--- src/rtl/sclkDivPkg.sv ---
package sclkDivPkg;

  // Commands from the control path to the counter/output datapath
  typedef struct packed {
    logic clear;  // stop: force idle, zero the counter
    logic load;   // first enabled cycle: zero the counter, config latched
    logic tick;   // running: advance the half-period counter
  } divCmd_t;

endpackage

--- src/rtl/sclkDivCtrl.sv ---
module sclkDivCtrl
  import sclkDivPkg::*;
#(
  parameter int LIN_W = 8,
  parameter int POW_W = 4,
  localparam int POW_MAX = (1 << POW_W) - 1,
  localparam int HALF_W = (LIN_W > POW_MAX) ? LIN_W : POW_MAX,
  localparam int CTL_W = LIN_W + POW_W + 1
) (
  input  logic              clk,
  input  logic              rstN,
  input  logic              enable,
  input  logic [CTL_W-1:0]  ctlWord,
  output divCmd_t           cmd,
  output logic [HALF_W-1:0] halfM1
);

  logic              runQ;
  logic [HALF_W-1:0] halfQ;
  logic [LIN_W-1:0]  linField;
  logic [POW_W-1:0]  powField;
  logic              linSel;
  logic [POW_MAX-1:0] thermo;
  logic [HALF_W-1:0] halfNext;

  assign linField = ctlWord[LIN_W-1:0];
  assign powField = ctlWord[LIN_W +: POW_W];
  assign linSel   = ctlWord[CTL_W-1];

  // 2^M - 1 as a thermometer code: bit i set when M > i (no shifter needed)
  for (genvar i = 0; i < POW_MAX; i++) begin : g_thermo
    assign thermo[i] = (powField > POW_W'(i));
  end

  assign halfNext = linSel ? HALF_W'(linField) : HALF_W'(thermo);

  assign cmd.clear = !enable;
  assign cmd.load  = enable && !runQ;
  assign cmd.tick  = enable && runQ;
  assign halfM1    = halfQ;

  always_ff @(posedge clk or negedge rstN) begin
    if (!rstN) begin
      runQ  <= 1'b0;
      halfQ <= '0;
    end else begin
      runQ <= enable;
      if (cmd.load) halfQ <= halfNext;
    end
  end


  cfg_hold_chk: assert property (@(posedge clk) disable iff (!rstN)
    (runQ && $past(runQ)) |-> $stable(halfQ));

endmodule

--- src/rtl/sclkDivPath.sv ---
module sclkDivPath
  import sclkDivPkg::*;
#(
  parameter int   HALF_W   = 15,
  parameter logic IDLE_LVL = 1'b0
) (
  input  logic              clk,
  input  logic              rstN,
  input  divCmd_t           cmd,
  input  logic [HALF_W-1:0] halfM1,
  output logic              sclk,
  output logic              leadStb,
  output logic              trailStb
);

  logic [HALF_W-1:0] cntQ;
  logic              sclkQ;
  logic              leadQ;
  logic              trailQ;
  logic              term;

  assign term = (cntQ == halfM1);

  always_ff @(posedge clk or negedge rstN) begin
    if (!rstN) begin
      cntQ   <= '0;
      sclkQ  <= IDLE_LVL;
      leadQ  <= 1'b0;
      trailQ <= 1'b0;
    end else begin
      leadQ  <= 1'b0;
      trailQ <= 1'b0;
      if (cmd.clear) begin
        cntQ  <= '0;
        sclkQ <= IDLE_LVL;
      end else if (cmd.load) begin
        cntQ <= '0;
      end else if (cmd.tick) begin
        if (term) begin
          cntQ   <= '0;
          sclkQ  <= ~sclkQ;
          leadQ  <= (sclkQ == IDLE_LVL);
          trailQ <= (sclkQ != IDLE_LVL);
        end else begin
          cntQ <= cntQ + 1'b1;
        end
      end
    end
  end

  assign sclk     = sclkQ;
  assign leadStb  = leadQ;
  assign trailStb = trailQ;


  idle_after_off_chk: assert property (@(posedge clk) disable iff (!rstN)
    $past(cmd.clear) |-> (sclkQ == IDLE_LVL && !leadQ && !trailQ));


  lead_edge_chk: assert property (@(posedge clk) disable iff (!rstN)
    leadQ |-> (sclkQ != IDLE_LVL && $past(sclkQ) == IDLE_LVL));


  trail_edge_chk: assert property (@(posedge clk) disable iff (!rstN)
    trailQ |-> (sclkQ == IDLE_LVL && $past(sclkQ) != IDLE_LVL));


  strobe_excl_chk: assert property (@(posedge clk) disable iff (!rstN)
    $onehot0({leadQ, trailQ}));


  cnt_bound_chk: assert property (@(posedge clk) disable iff (!rstN)
    cntQ <= halfM1);

endmodule

--- src/rtl/sclkDiv.sv ---
module sclkDiv
  import sclkDivPkg::*;
#(
  parameter int   LIN_W    = 8,
  parameter int   POW_W    = 4,
  parameter logic IDLE_LVL = 1'b0,
  localparam int  POW_MAX  = (1 << POW_W) - 1,
  localparam int  HALF_W   = (LIN_W > POW_MAX) ? LIN_W : POW_MAX,
  localparam int  CTL_W    = LIN_W + POW_W + 1
) (
  input  logic             clk,
  input  logic             rstN,
  input  logic             enable,
  input  logic [CTL_W-1:0] ctlWord,
  output logic             sclk,
  output logic             leadStb,
  output logic             trailStb
);

  divCmd_t           cmd;
  logic [HALF_W-1:0] halfM1;

  sclkDivCtrl #(.LIN_W(LIN_W), .POW_W(POW_W)) i_ctrl (
    .clk(clk), .rstN(rstN), .enable(enable), .ctlWord(ctlWord),
    .cmd(cmd), .halfM1(halfM1)
  );

  sclkDivPath #(.HALF_W(HALF_W), .IDLE_LVL(IDLE_LVL)) i_path (
    .clk(clk), .rstN(rstN), .cmd(cmd), .halfM1(halfM1),
    .sclk(sclk), .leadStb(leadStb), .trailStb(trailStb)
  );

endmodule

--- config.mk ---
export PLATFORM = sky130hd
export DESIGN_NAME = sclkDiv
export DESIGN_NICKNAME = d
export VERILOG_FILES = /design/src/rtl/sclkDivPkg.sv /design/src/rtl/sclkDivCtrl.sv /design/src/rtl/sclkDivPath.sv /design/src/rtl/sclkDiv.sv
export SDC_FILE = /design/constraint.sdc
export NUM_CORES = 1
export LEC_CHECK = 0
export BUFFER_PORTS_ARGS = -buffer_cell sky130_fd_sc_hd__buf_2
export CAP_MARGIN = 5
export CORE_ASPECT_RATIO = 1.25
export CORE_UTILIZATION = 35
export DETAILED_ROUTE_END_ITERATION = 10
export PLACE_DENSITY = 0.57
export SLEW_MARGIN = 25
export SYNTH_ARGS = -nofsm -noshare
export SYNTH_HDL_FRONTEND = slang
export SYNTH_HIERARCHICAL = 1
export SYNTH_SLANG_ARGS = --single-unit
export TNS_END_PERCENT = 10
--- constraint.sdc ---
create_clock -name clk -period 2.05 [get_ports clk]
set_input_delay 0.41 -clock clk [delete_from_list [all_inputs] [get_ports clk]]
set_output_delay 0.41 -clock clk [all_outputs]
set_load 0.01 [all_outputs]
# Word level (Yosys, flattened, before mapping)
# Index checks and enable logic that the tools add are counted.
# totals
input_bits	16
reg_bits	34
# classes
mux	17
n_bitwise	1
eq_ne	5
n_lt_le_gt_ge	15
add_sub_neg	1
reduce_logical	4
# ops
op	count
$mux W15	5
$gt A4 B4 Y1 const B	7
$gt A4 B3 Y1 const B	4
$add A15 B1 Y15 const B	1
$eq A15 B15 Y1	1
$mux W1	12
$gt A4 B1 Y1 const B	2
$gt A4 B2 Y1 const B	2
$ne A2 B1 Y1 const B	2
$ne A3 B1 Y1 const B	1
$reduce_and A3 Y1	1
$logic_and A1 B1 Y1	2
$ne A2 B2 Y1 const B	1
$logic_not A1 Y1	1
$not A1 Y1	1

# Longest topological paths before layout
# Gate-level depths: netlist (run 1).
# logic_depth
ltp_word	5
ltp_mapped	8
mapped_depth_nobuf	6

# Hierarchy
# Netlist (run 1), hierarchy kept.
# modules_own_cells
mod	instances	cells_per_inst	area_per_inst_um2
sclkDivPath	1	145	1257.5
sclkDivCtrl	1	80	733.2

# Worst setup path after synthesis (run 1)
# Ideal clock, no wire load.
# synth_path
path_kind	input to register
startpoint	input enable
endpoint	register i_path.cntQ[6]
path_slack_ps	288
cell_stages	8
arrival_time_ps	1668
t_required_ps	1956
setup_time_ps	94
path_buffers	2
cell_sequence	nand2b_1 -> buf_6 -> clkinv_2 -> or2_2 -> clkbuf_1 -> o211ai_1 -> xor2_1 -> a211oi_1
# synth_rtl
item	line_no	text
start, declared	sclkDiv.sv:13	input logic enable,
end signal, assigned	sclkDivPath.sv:45	cntQ <= cntQ + 1'b1;
end, declared	sclkDivPath.sv:16	logic [HALF_W-1:0] cntQ;

# Worst setup path in the final report (run 1)
# layout_path
startpoint	register i_path.cntQ[12]
endpoint	register i_path.sclkQ (netlist: i_path/sclk)
# layout_between
elab_chain_len	3
# layout_rtl
item	line_no	text
$eq A15 B15 Y1	sclkDivPath.sv:22	assign term = (cntQ == halfM1);
$ne A2 B1 Y1 (no line)	-	
$reduce_and A3 Y1 (no line)	-	
end signal, assigned	sclkDivPath.sv:41	sclkQ <= ~sclkQ;
end, declared	sclkDivPath.sv:17	logic sclkQ;
# Every way passes these cells.
# A chain may end at the register's enable or synchronous reset.

==> results.py, run 1 <==
metrics = {
    "placement": {
        "pre_cts_slack_ns": 0.2172,
        "place_congestion": 0.7969,
        "portBuffers": 18,
        "dp.cells": 305,
        "dp_hpwl_um": 3475,
    },
    "finish": {
        "syn_to_final_growth_pct": 14.90,
        "diodes": 0,
        "fin_nets": 265,
        "fill_cells": 548,
        "drive_gt1_frac": 0.1968,
        "final_cells": 313,
    },
    "clock_tree": {
        "clock_sinks": 34,
        "post-cts-setup-buffers": 0,
        "hold_buffers": 0,
        "cts_root_buf": "clkbuf_8",
        "clockBufferDepth": 2,
        "cts_tree": "yes",
        "worstSkewPairLatency_ns": 0.28,
        "clkTransAtPathRegs_ns": 0.08,
        "cts-htree-levels": 2,
        "cts-resized-gates": 0,
        "numCtsBuffers": 5,
    },
    "synthesis": {
        "ys_ff_latch": 34,
        "syn_area_per_cell_um2": 8.847,
        "async_reset_ff_frac": 1.000,
        "ys_seq_area_frac": 0.4274,
        "yosysTopAreaCellShare": 0.4274,
        "synthesis.area_mm2": 0.001991,
        "synthMostInstantiatedCell": "nand2_1",
        "yosysWarnings": 6,
        "synthTopCellsByCount": "nand2_1, dfrtp_1, o21ai_0",
        "synth_top_cell_by_area": "dfrtp_1",
        "synth-main-ff-cell": "dfrtp_1",
        "syn_inst": 225,
        "yosys-top-cells-area": "dfrtp_1, nand2_1, xor2_1",
        "ys_types": 40,
        "syn_nets": 242,
        "synth-edff-count": 0,
    },
    "floorplanning": {
        "die-area_mm2": 0.005995,
        "core_mm2": 0.005443,
        "rows": 30,
        "die_w_um": 69.46,
        "num_io_pins": 19,
        "die_h_um": 86.32,
        "initial_utilization": 0.3657,
    },
    "setup_path": {
        "rr_worst_depth": 5,
        "critPathMaxFanout": 8,
        "crit_type": "reg -> reg",
        "rr_endpoint": "i_path/sclk",
        "rrSetupSlack_ns": 0.21,
        "critPathArrivalTime_ns": 2.01,
        "worstSetupStartpointType": "register",
        "crit_required_ns": 2.22,
        "end_kind": "register",
        "r2r-start": "i_path/cntQ[12]",
    },
    "drt": {
        "wirelength_um": 4694,
        "vias_per_cell": 5.425,
        "drtPass1Iterations": 4,
        "first_iter_violations": 106,
        "post_drt_wl_per_cell_um": 15.00,
        "ant_nets": 0,
        "vias": 1698,
        "drc_errors": 0,
    },
    "timing": {
        "fin_tns_setup_ns": 0,
        "hold-worst-slack_ns": 0.1977,
        "fin_skew_ns": 0.009405,
        "finalWorstSetupSlack_ns": 0.2073,
        "rsz0062_at_grt": "no",
        "maxSlewHeadroom": 0.4806,
        "slew_violations": 0,
        "final_hold_viol_count": 0,
        "fmax_mhz": 542.7,
        "finalCriticalPeriod_ns": 1.843,
        "timing.final.crit_share": 0.8989,
        "worst_pin_slew_ns": 0.7790,
        "finalSetupViolations": 0,
    },
    "global_routing": {
        "grt_usage": 0.1692,
        "grt_start_max_net_pins": 35,
        "grt_pass1_wl_um": 8052,
        "grt_pass1_vias": 1620,
        "overflow": 0,
        "antenna_found_initial": 0,
    },
    "pwr": {
        "power_density_mw_per_mm2": 662.1,
        "ir_worst_vdd_v": 0.0003710,
        "leakagePower_uw": 0.001006,
    },
    "min_path": {
        "holdCritPathClass": "in -> async",
    },
    "outcome": {
        "run_status": "finished clean",
    },
    "job": {
        "drv_cap": 0,
    },
}
worst max path at each step:
stage	from	cells past startpoint	to	slack, ns
floorplan	enable	8	i_path/cntQ[6]	0.29
global placement	i_path/cntQ[12]	5	i_path/sclk	0.26
detailed placement	enable	7	i_path/cntQ[8]	0.22
CTS	i_path/cntQ[12]	5	i_path/sclk	0.21
global route	i_path/cntQ[12]	5	i_path/sclk	0.08
finish	i_path/cntQ[12]	5	i_path/sclk	0.21
metal layers:
metal  GRT usage  part of all wire  wire, µm
met1      0.2189              0.46      2160
met2      0.2913              0.50      2369
met3     0.01744             0.026       123
met4     0.06679            0.0085        40
met5           0                 0         0
layout by cell type, fill, tap and decap left out, drive strengths merged, types with 3 or more instances in the layout:
cell / count
nor4: 7
xnor2: 3
o22ai: 9
nor2: 11
and2: 6
clkinv: 3
a31oi: 3
and4: 4
xor2: 14
clkbuf: 5
nor2b: 3
nand3: 5
o31ai: 3
and3: 4
a21oi: 10
nor3: 11
nand4: 3
nand2: 36
dfrtp: 34
o211ai: 5
inv: 3
o21ai: 18
a211oi: 5
buf: 31
registers in the layout, summed over array words and instances (netlist names):
| signal | flops |
|---|---|
| i_ctrl/halfM1 | 15 |
| i_ctrl/runQ | 1 |
| i_path/cntQ | 15 |
| i_path/leadStb | 1 |
| i_path/sclk | 1 |
| i_path/trailStb | 1 |
kinds of logic after synthesis:
family / Yosys count / share of synthesized area
DFF: 34 / 0.4274
AOI/OAI and AO/OA: 58 / 0.1791
xor gates and xnor gates: 17 / 0.07480
and+or+nand+nor: 95 / 0.2583
buffers and inverters: 19 / 0.04839
adders and majority gates: 1 / 0.006284
muxes: 1 / 0.005656
where the power goes:
part | total [µW] | internal (µW) | switching (µW)
Combinational | 178 | 66.0 | 112
Clock | 609 | 358 | 251
Sequential | 727 | 704 | 23.2
worst max-delay path: stages, from the launching register on:
cell and delay, ns:
dfrtp_1 0.44, xor2_1 0.17, nor4_2 0.27, nand4_2 0.26
nor4_2 0.22, mux2_1 0.36
area by class of cell:
cell class                 count  area, µm²  area share
tap                           64      80.08     0.03501
clock inverter                 3      40.04     0.01751
sequential                    34      850.8      0.3720
multi-input combinational    172       1044      0.4562
inverter                       4      16.27    0.007112
clock buffer                   5      68.82     0.03009
timing repair buffer          31      187.7     0.08206
through the flow:
stage	utilization	cell area, µm²	power [µW]
global placement	0.4002	2178	921.8
global route	0.4202	2287	1591
finish	0.4202	2287	1514
detailed placement	0.4002	2178	922.8
CTS	0.4202	2287	1541
floorplan	-	1991	854.7
Note: power is estimated with default switching activity, not from simulation.
==> run 2: changes to the inputs <==
--- a/config.mk
+++ b/config.mk
@@ -7,10 +7,12 @@
 export LEC_CHECK = 0
 export BUFFER_PORTS_ARGS = -buffer_cell sky130_fd_sc_hd__buf_2
 export CAP_MARGIN = 5
+export CELL_PAD_IN_SITES_DETAIL_PLACEMENT = 1
+export CELL_PAD_IN_SITES_GLOBAL_PLACEMENT = 1
 export CORE_ASPECT_RATIO = 1.25
 export CORE_UTILIZATION = 35
 export DETAILED_ROUTE_END_ITERATION = 10
-export PLACE_DENSITY = 0.57
+export PLACE_DENSITY = 0.69
 export SLEW_MARGIN = 25
 export SYNTH_ARGS = -nofsm -noshare
 export SYNTH_HDL_FRONTEND = slang
==> run 2 against run 1 <==
Against the previous run: clock power fell by 13%; critical path depth is 1 higher; first-iteration DRC count fell by 28%; count of clock-buffer cells in the layout grew 2; hold slack lost 0.0021 ns; critical path type unchanged; critical endpoint is now i_path/leadStb.
==> results.py, run 2 (same netlist as run 1, synthesis figures left out) <==
metrics = {
    "finish": {
        "final_cell_mix": "nand2_1, dfrtp_1, o21ai_0, buf_2, xor2_1",
        "drive_gt1_frac": 0.1862,
        "fin_nets": 263,
        "diodes": 0,
        "syn_to_final_growth_pct": 13.26,
        "final_common_cell": "nand2_1",
    },
    "global_routing": {
        "grt_pass1_vias": 1874,
        "grt_usage": 0.1972,
        "grt_start_max_net_pins": 35,
        "grt_pass1_wl_um": 9211,
        "overflow": 0,
        "antenna_found_initial": 0,
    },
    "pwr": {
        "ir_worst_vdd_v": 0.0003024,
        "power_density_mw_per_mm2": 639.8,
        "p_sw_uw": 401.5,
        "internal_power_uw": 1041,
        "clock_power_share": 0.367,
        "swShare": 0.2784,
        "leakagePower_uw": 0.0009862,
        "seq_power_share": 0.507,
        "comb_power_share": 0.126,
    },
    "setup_path": {
        "end_kind": "register",
        "r2r-start": "i_path/cntQ[12]",
        "rr_endpoint": "i_path/leadStb",
        "crit_required_ns": 2.25,
        "critPathMaxFanout": 14,
        "rrSetupSlack_ns": 0.16,
        "rr_worst_depth": 6,
        "crit_type": "reg -> reg",
        "cp_cell_sequence": "xor2_1, nor4_2, nand4_2, buf_4, nor2_2, nor4b_2",
        "worstSetupStartpointType": "register",
        "worstSetupStartpoint": "i_path/cntQ[12]",
        "critPathMaxStageDelay_ns": 0.46,
        "slowest_stage": "dfrtp_1",
        "critPathArrivalTime_ns": 2.09,
    },
    "drt": {
        "drtPass1Iterations": 4,
        "wirelength_um": 5390,
        "vias_per_cell": 5.576,
        "ant_nets": 0,
        "drc_errors": 0,
        "vias": 1734,
        "post_drt_wl_per_cell_um": 17.33,
        "first_iter_violations": 76,
    },
    "floorplanning": {
        "die_h_um": 86.32,
        "die-area_mm2": 0.005995,
        "core_mm2": 0.005443,
        "initial_utilization": 0.3657,
        "die_w_um": 69.46,
        "rows": 30,
        "num_io_pins": 19,
    },
    "clock_tree": {
        "cts_tree": "yes",
        "post-cts-setup-buffers": 0,
        "clkTransAtPathRegs_ns": 0.07,
        "clock_sinks": 34,
        "worstSkewPairLatency_ns": 0.29,
        "cts-resized-gates": 0,
        "cts_root_buf": "clkbuf_8",
        "clockBufferDepth": 2,
        "numCtsBuffers": 5,
        "hold_buffers": 0,
        "cts-htree-levels": 2,
    },
    "timing": {
        "final_hold_viol_count": 0,
        "rsz0062_at_grt": "no",
        "finalSetupViolations": 0,
        "maxSlewHeadroom": 0.4788,
        "worst_pin_slew_ns": 0.7818,
        "fin_skew_ns": 0.002459,
        "timing.final.crit_share": 0.9235,
        "fmax_mhz": 528.2,
        "fin_tns_setup_ns": 0,
        "slew_violations": 0,
        "finalWorstSetupSlack_ns": 0.1569,
        "finalCriticalPeriod_ns": 1.893,
    },
    "placement": {
        "dp_hpwl_um": 3918,
        "portBuffers": 18,
        "pre_cts_slack_ns": 0.1747,
        "place_congestion": 0.7971,
    },
    "outcome": {
        "run_status": "finished clean",
    },
    "job": {
        "drv_cap": 0,
    },
    "min_path": {
        "holdCritPathClass": "in -> async",
    },
}
[run 2: changes by cell type in the layout (fill, tap and decap cells not counted), sizes merged]
cell and change:
buf -2, bufinv -1, clkbuf +2, clkinv -1
[run 2: per-stage QoR]
stage	util	instance area, µm²	total power (µW)	std cells	hold slack [ns]
after floorplan	-	1991	854.7	225	0.1144
after global placement	0.3975	2163	925.4	303	0.4842
after detailed placement	0.3975	2163	931.5	303	0.4921
after CTS	0.4143	2255	1464	311	0.2308
after global routing	0.4143	2255	1508	311	0.2631
final	0.4143	2255	1443	311	0.1956
[run 2: layout make-up]
cell class                      count  area, µm²
Fill cell                         650       3188
Multi-Input combinational cell    172       1044
Sequential cell                    34      850.8
Timing Repair Buffer               29      172.7
Clock buffer                        7      86.33
Tap cell                           64      80.08
Inverter                            4      16.27
Clock inverter                      1      5.005
[run 2: per-layer routing]
| layer | GRT usage | share of wire | vias to the layer above |
|---|---|---|---|
| li1 | - | - | 846 |
| met1 | 0.2377 | 0.45 | 861 |
| met2 | 0.3513 | 0.51 | 21 |
| met3 | 0.02674 | 0.018 | 6 |
| met4 | 0.08534 | 0.016 | 0 |
| met5 | 0 | 0 | - |
[run 2: worst max path at each step]
stage	to	slack, ns	cells after the start
floorplan	i_path/cntQ[6]	0.29	8
CTS	i_path/leadStb	0.16	6
global route	i_path/leadStb	0.01	6
detailed placement	i_path/leadStb	0.17	6
finish	i_path/leadStb	0.16	6
global placement	i_path/leadStb	0.21	6
[run 2: critical path: cells and delay by family, from the launching register on]
kind                   cells  cell delay, ns
flip-flops                 1            0.46
XOR/XNOR                   1            0.19
AND/OR/NAND/NOR            4            0.93
buffers and inverters      1            0.23
[run 2: power by group through the flow]
stage	Combinational, µW	Sequential, µW	Clock [µW]
2_1_floorplan	119	736	0
4_1_cts	186	733	545
3_3_place_gp	181	744	0
6_report	182	732	529
5_1_grt	209	736	563
3_5_place_dp	185	747	0
==> run 3: changes to the inputs <==
--- a/config.mk
+++ b/config.mk
@@ -5,14 +5,14 @@
 export SDC_FILE = /design/constraint.sdc
 export NUM_CORES = 1
 export LEC_CHECK = 0
-export BUFFER_PORTS_ARGS = -buffer_cell sky130_fd_sc_hd__buf_2
 export CAP_MARGIN = 5
 export CELL_PAD_IN_SITES_DETAIL_PLACEMENT = 1
 export CELL_PAD_IN_SITES_GLOBAL_PLACEMENT = 1
 export CORE_ASPECT_RATIO = 1.25
 export CORE_UTILIZATION = 35
 export DETAILED_ROUTE_END_ITERATION = 10
-export PLACE_DENSITY = 0.69
+export DONT_BUFFER_PORTS = 1
+export PLACE_DENSITY = 0.65
 export SLEW_MARGIN = 25
 export SYNTH_ARGS = -nofsm -noshare
 export SYNTH_HDL_FRONTEND = slang
==> run 3 against run 2 <==
Against the previous run: maximum frequency barely moved; count of clock-buffer cells in the layout fell by 2; final cell count fell by 4.8%; die area did not move; highest routed layer unchanged.
==> results.py, run 3 (same netlist as run 1, synthesis figures left out) <==
metrics = {
    "finish": {
        "final_cell_mix": "nand2_1, dfrtp_1, o21ai_0",
        "drive_gt1_frac": 0.1336,
        "multiInputGateArea_mm2": 0.001044,
        "diodes": 0,
        "fin_nets": 248,
        "fill_cells": 646,
        "regArea_um2": 850.8,
        "final_common_cell": "nand2_1",
        "syn_to_final_growth_pct": 11.50,
    },
    "global_routing": {
        "antenna_found_initial": 0,
        "grt_pass1_vias": 1692,
        "grt_usage": 0.1852,
        "grt_pass1_wl_um": 8680,
        "overflow": 0,
        "grt_start_max_net_pins": 35,
    },
    "job": {
        "drv_cap": 0,
    },
    "clock_tree": {
        "clkTransAtPathRegs_ns": 0.07,
        "numCtsBuffers": 5,
        "clock_sinks": 34,
        "cts-htree-levels": 2,
        "cts_tree": "yes",
        "post-cts-setup-buffers": 0,
        "cts-resized-gates": 0,
        "cts_root_buf": "clkbuf_8",
        "worstSkewPairLatency_ns": 0.29,
        "clockBufferDepth": 2,
    },
    "drt": {
        "vias_per_cell": 5.622,
        "drc_errors": 0,
        "ant_nets": 0,
        "drtPass1Iterations": 4,
        "wirelength_um": 5189,
        "vias": 1664,
        "post_drt_wl_per_cell_um": 17.53,
        "first_iter_violations": 51,
    },
    "placement": {
        "place_congestion": 0.8075,
        "dp_hpwl_um": 3940,
        "portBuffers": 0,
    },
    "setup_path": {
        "worstSetupStartpointType": "register",
        "r2r-start": "i_path/cntQ[13]",
        "rr_worst_depth": 5,
        "end_kind": "register",
        "crit_type": "reg -> reg",
        "rrSetupSlack_ns": 0.16,
        "critPathArrivalTime_ns": 2.07,
        "crit_required_ns": 2.23,
        "rr_endpoint": "i_path/sclk",
        "critPathMaxFanout": 6,
    },
    "floorplanning": {
        "num_io_pins": 19,
        "die_w_um": 69.46,
        "rows": 30,
        "die_h_um": 86.32,
        "die-area_mm2": 0.005995,
        "core_mm2": 0.005443,
        "initial_utilization": 0.3657,
    },
    "timing": {
        "timing.final.crit_share": 0.9235,
        "fin_tns_setup_ns": 0,
        "finalCriticalPeriod_ns": 1.893,
        "finalSetupViolations": 0,
        "rsz0062_at_grt": "no",
        "worst_pin_slew_ns": 0.3084,
        "slew_violations": 0,
        "fmax_mhz": 528.2,
        "final_hold_viol_count": 0,
        "maxSlewHeadroom": 0.7925,
        "fin_skew_ns": 0.005119,
    },
    "min_path": {
        "whs_endpoint": "i_ctrl/runQ",
        "min_from": "enable",
        "whs_path_depth": 0,
        "holdCritPathClass": "in -> reg",
    },
    "pwr": {
        "design_power_total_uw": 1523,
        "power_density_mw_per_mm2": 686.0,
        "ir_worst_vdd_v": 0.0003513,
        "leakagePower_uw": 0.0009390,
    },
    "outcome": {
        "run_status": "finished clean",
    },
}
[run 3: cell count changes in the layout (fill, tap and decap cells not counted)]
cell | previous run | this run
buf_12 | 0 | 1
clkinv_2 | 2 | 3
dlygate4sd3_1 | 0 | 1
buf_4 | 11 | 12
buf_2 | 18 | 0
bufinv_16 | 0 | 1
clkbuf_1 | 1 | 0
clkbuf_8 | 6 | 5
[run 3: how the worst max path moves through the flow]
stage                                 to  slack [ns]       startpoint  cells after the start
after global routing         i_path/sclk        0.06  i_path/cntQ[13]                      5
after global placement       i_path/sclk        0.24   i_path/cntQ[4]                      5
after floorplan           i_path/cntQ[6]        0.29           enable                      8
after CTS                    i_path/sclk        0.16  i_path/cntQ[13]                      5
after detailed placement     i_path/sclk        0.17  i_path/cntQ[13]                      5
final                        i_path/sclk        0.16  i_path/cntQ[13]                      5
[run 3: through the flow]
step                      hold WS (ns)  setup WS [ns]  area [µm²]    util  std cells
after global placement          0.1160         0.2443        2081  0.3823        286
after global routing            0.1286        0.06134        2220  0.4078        296
after floorplan                 0.1144         0.2884        1991       -        225
after detailed placement        0.1160         0.1667        2081  0.3823        286
after CTS                       0.1319         0.1570        2220  0.4078        296
final                           0.1423         0.1568        2220  0.4078        296
[run 3: repair_timing]
action,4_1_cts,5_1_grt
hold buffers,2,0
endpoints found under the setup margin,0,0
endpoints found under the hold margin,34,0
[run 3: metal layers]
metal	track usage	vias up	routed length, µm
met5	0	-	0
met4	0.05566	0	66
met3	0.03372	7	144
li1	-	820	-
met2	0.3336	24	2652
met1	0.2246	813	2325
[run 3: area by class of cell]
type | instances | area share
Timing Repair Buffer | 14 | 0.05411
Tap cell | 64 | 0.03608
Clock inverter | 3 | 0.01804
Multi-Input combinational cell | 172 | 0.4701
Inverter | 4 | 0.007328
Sequential cell | 34 | 0.3833
Clock buffer | 5 | 0.03100
[run 3: report_power, final]
group | switching, µW | leakage, µW | internal [µW]
clock | 266 | 0.0000579 | 358
sequential | 30.2 | 0.000449 | 704
combinational | 103 | 0.000432 | 61.2
total | 400 | 0.000939 | 1120
[run 3: worst max-delay path: stages (launching register included)]
cell and delay, ns:
dfrtp_1 0.43, xor2_1 0.19, nor4_1 0.30, nand2_1 0.24
nor4_2 0.27, mux2_1 0.34
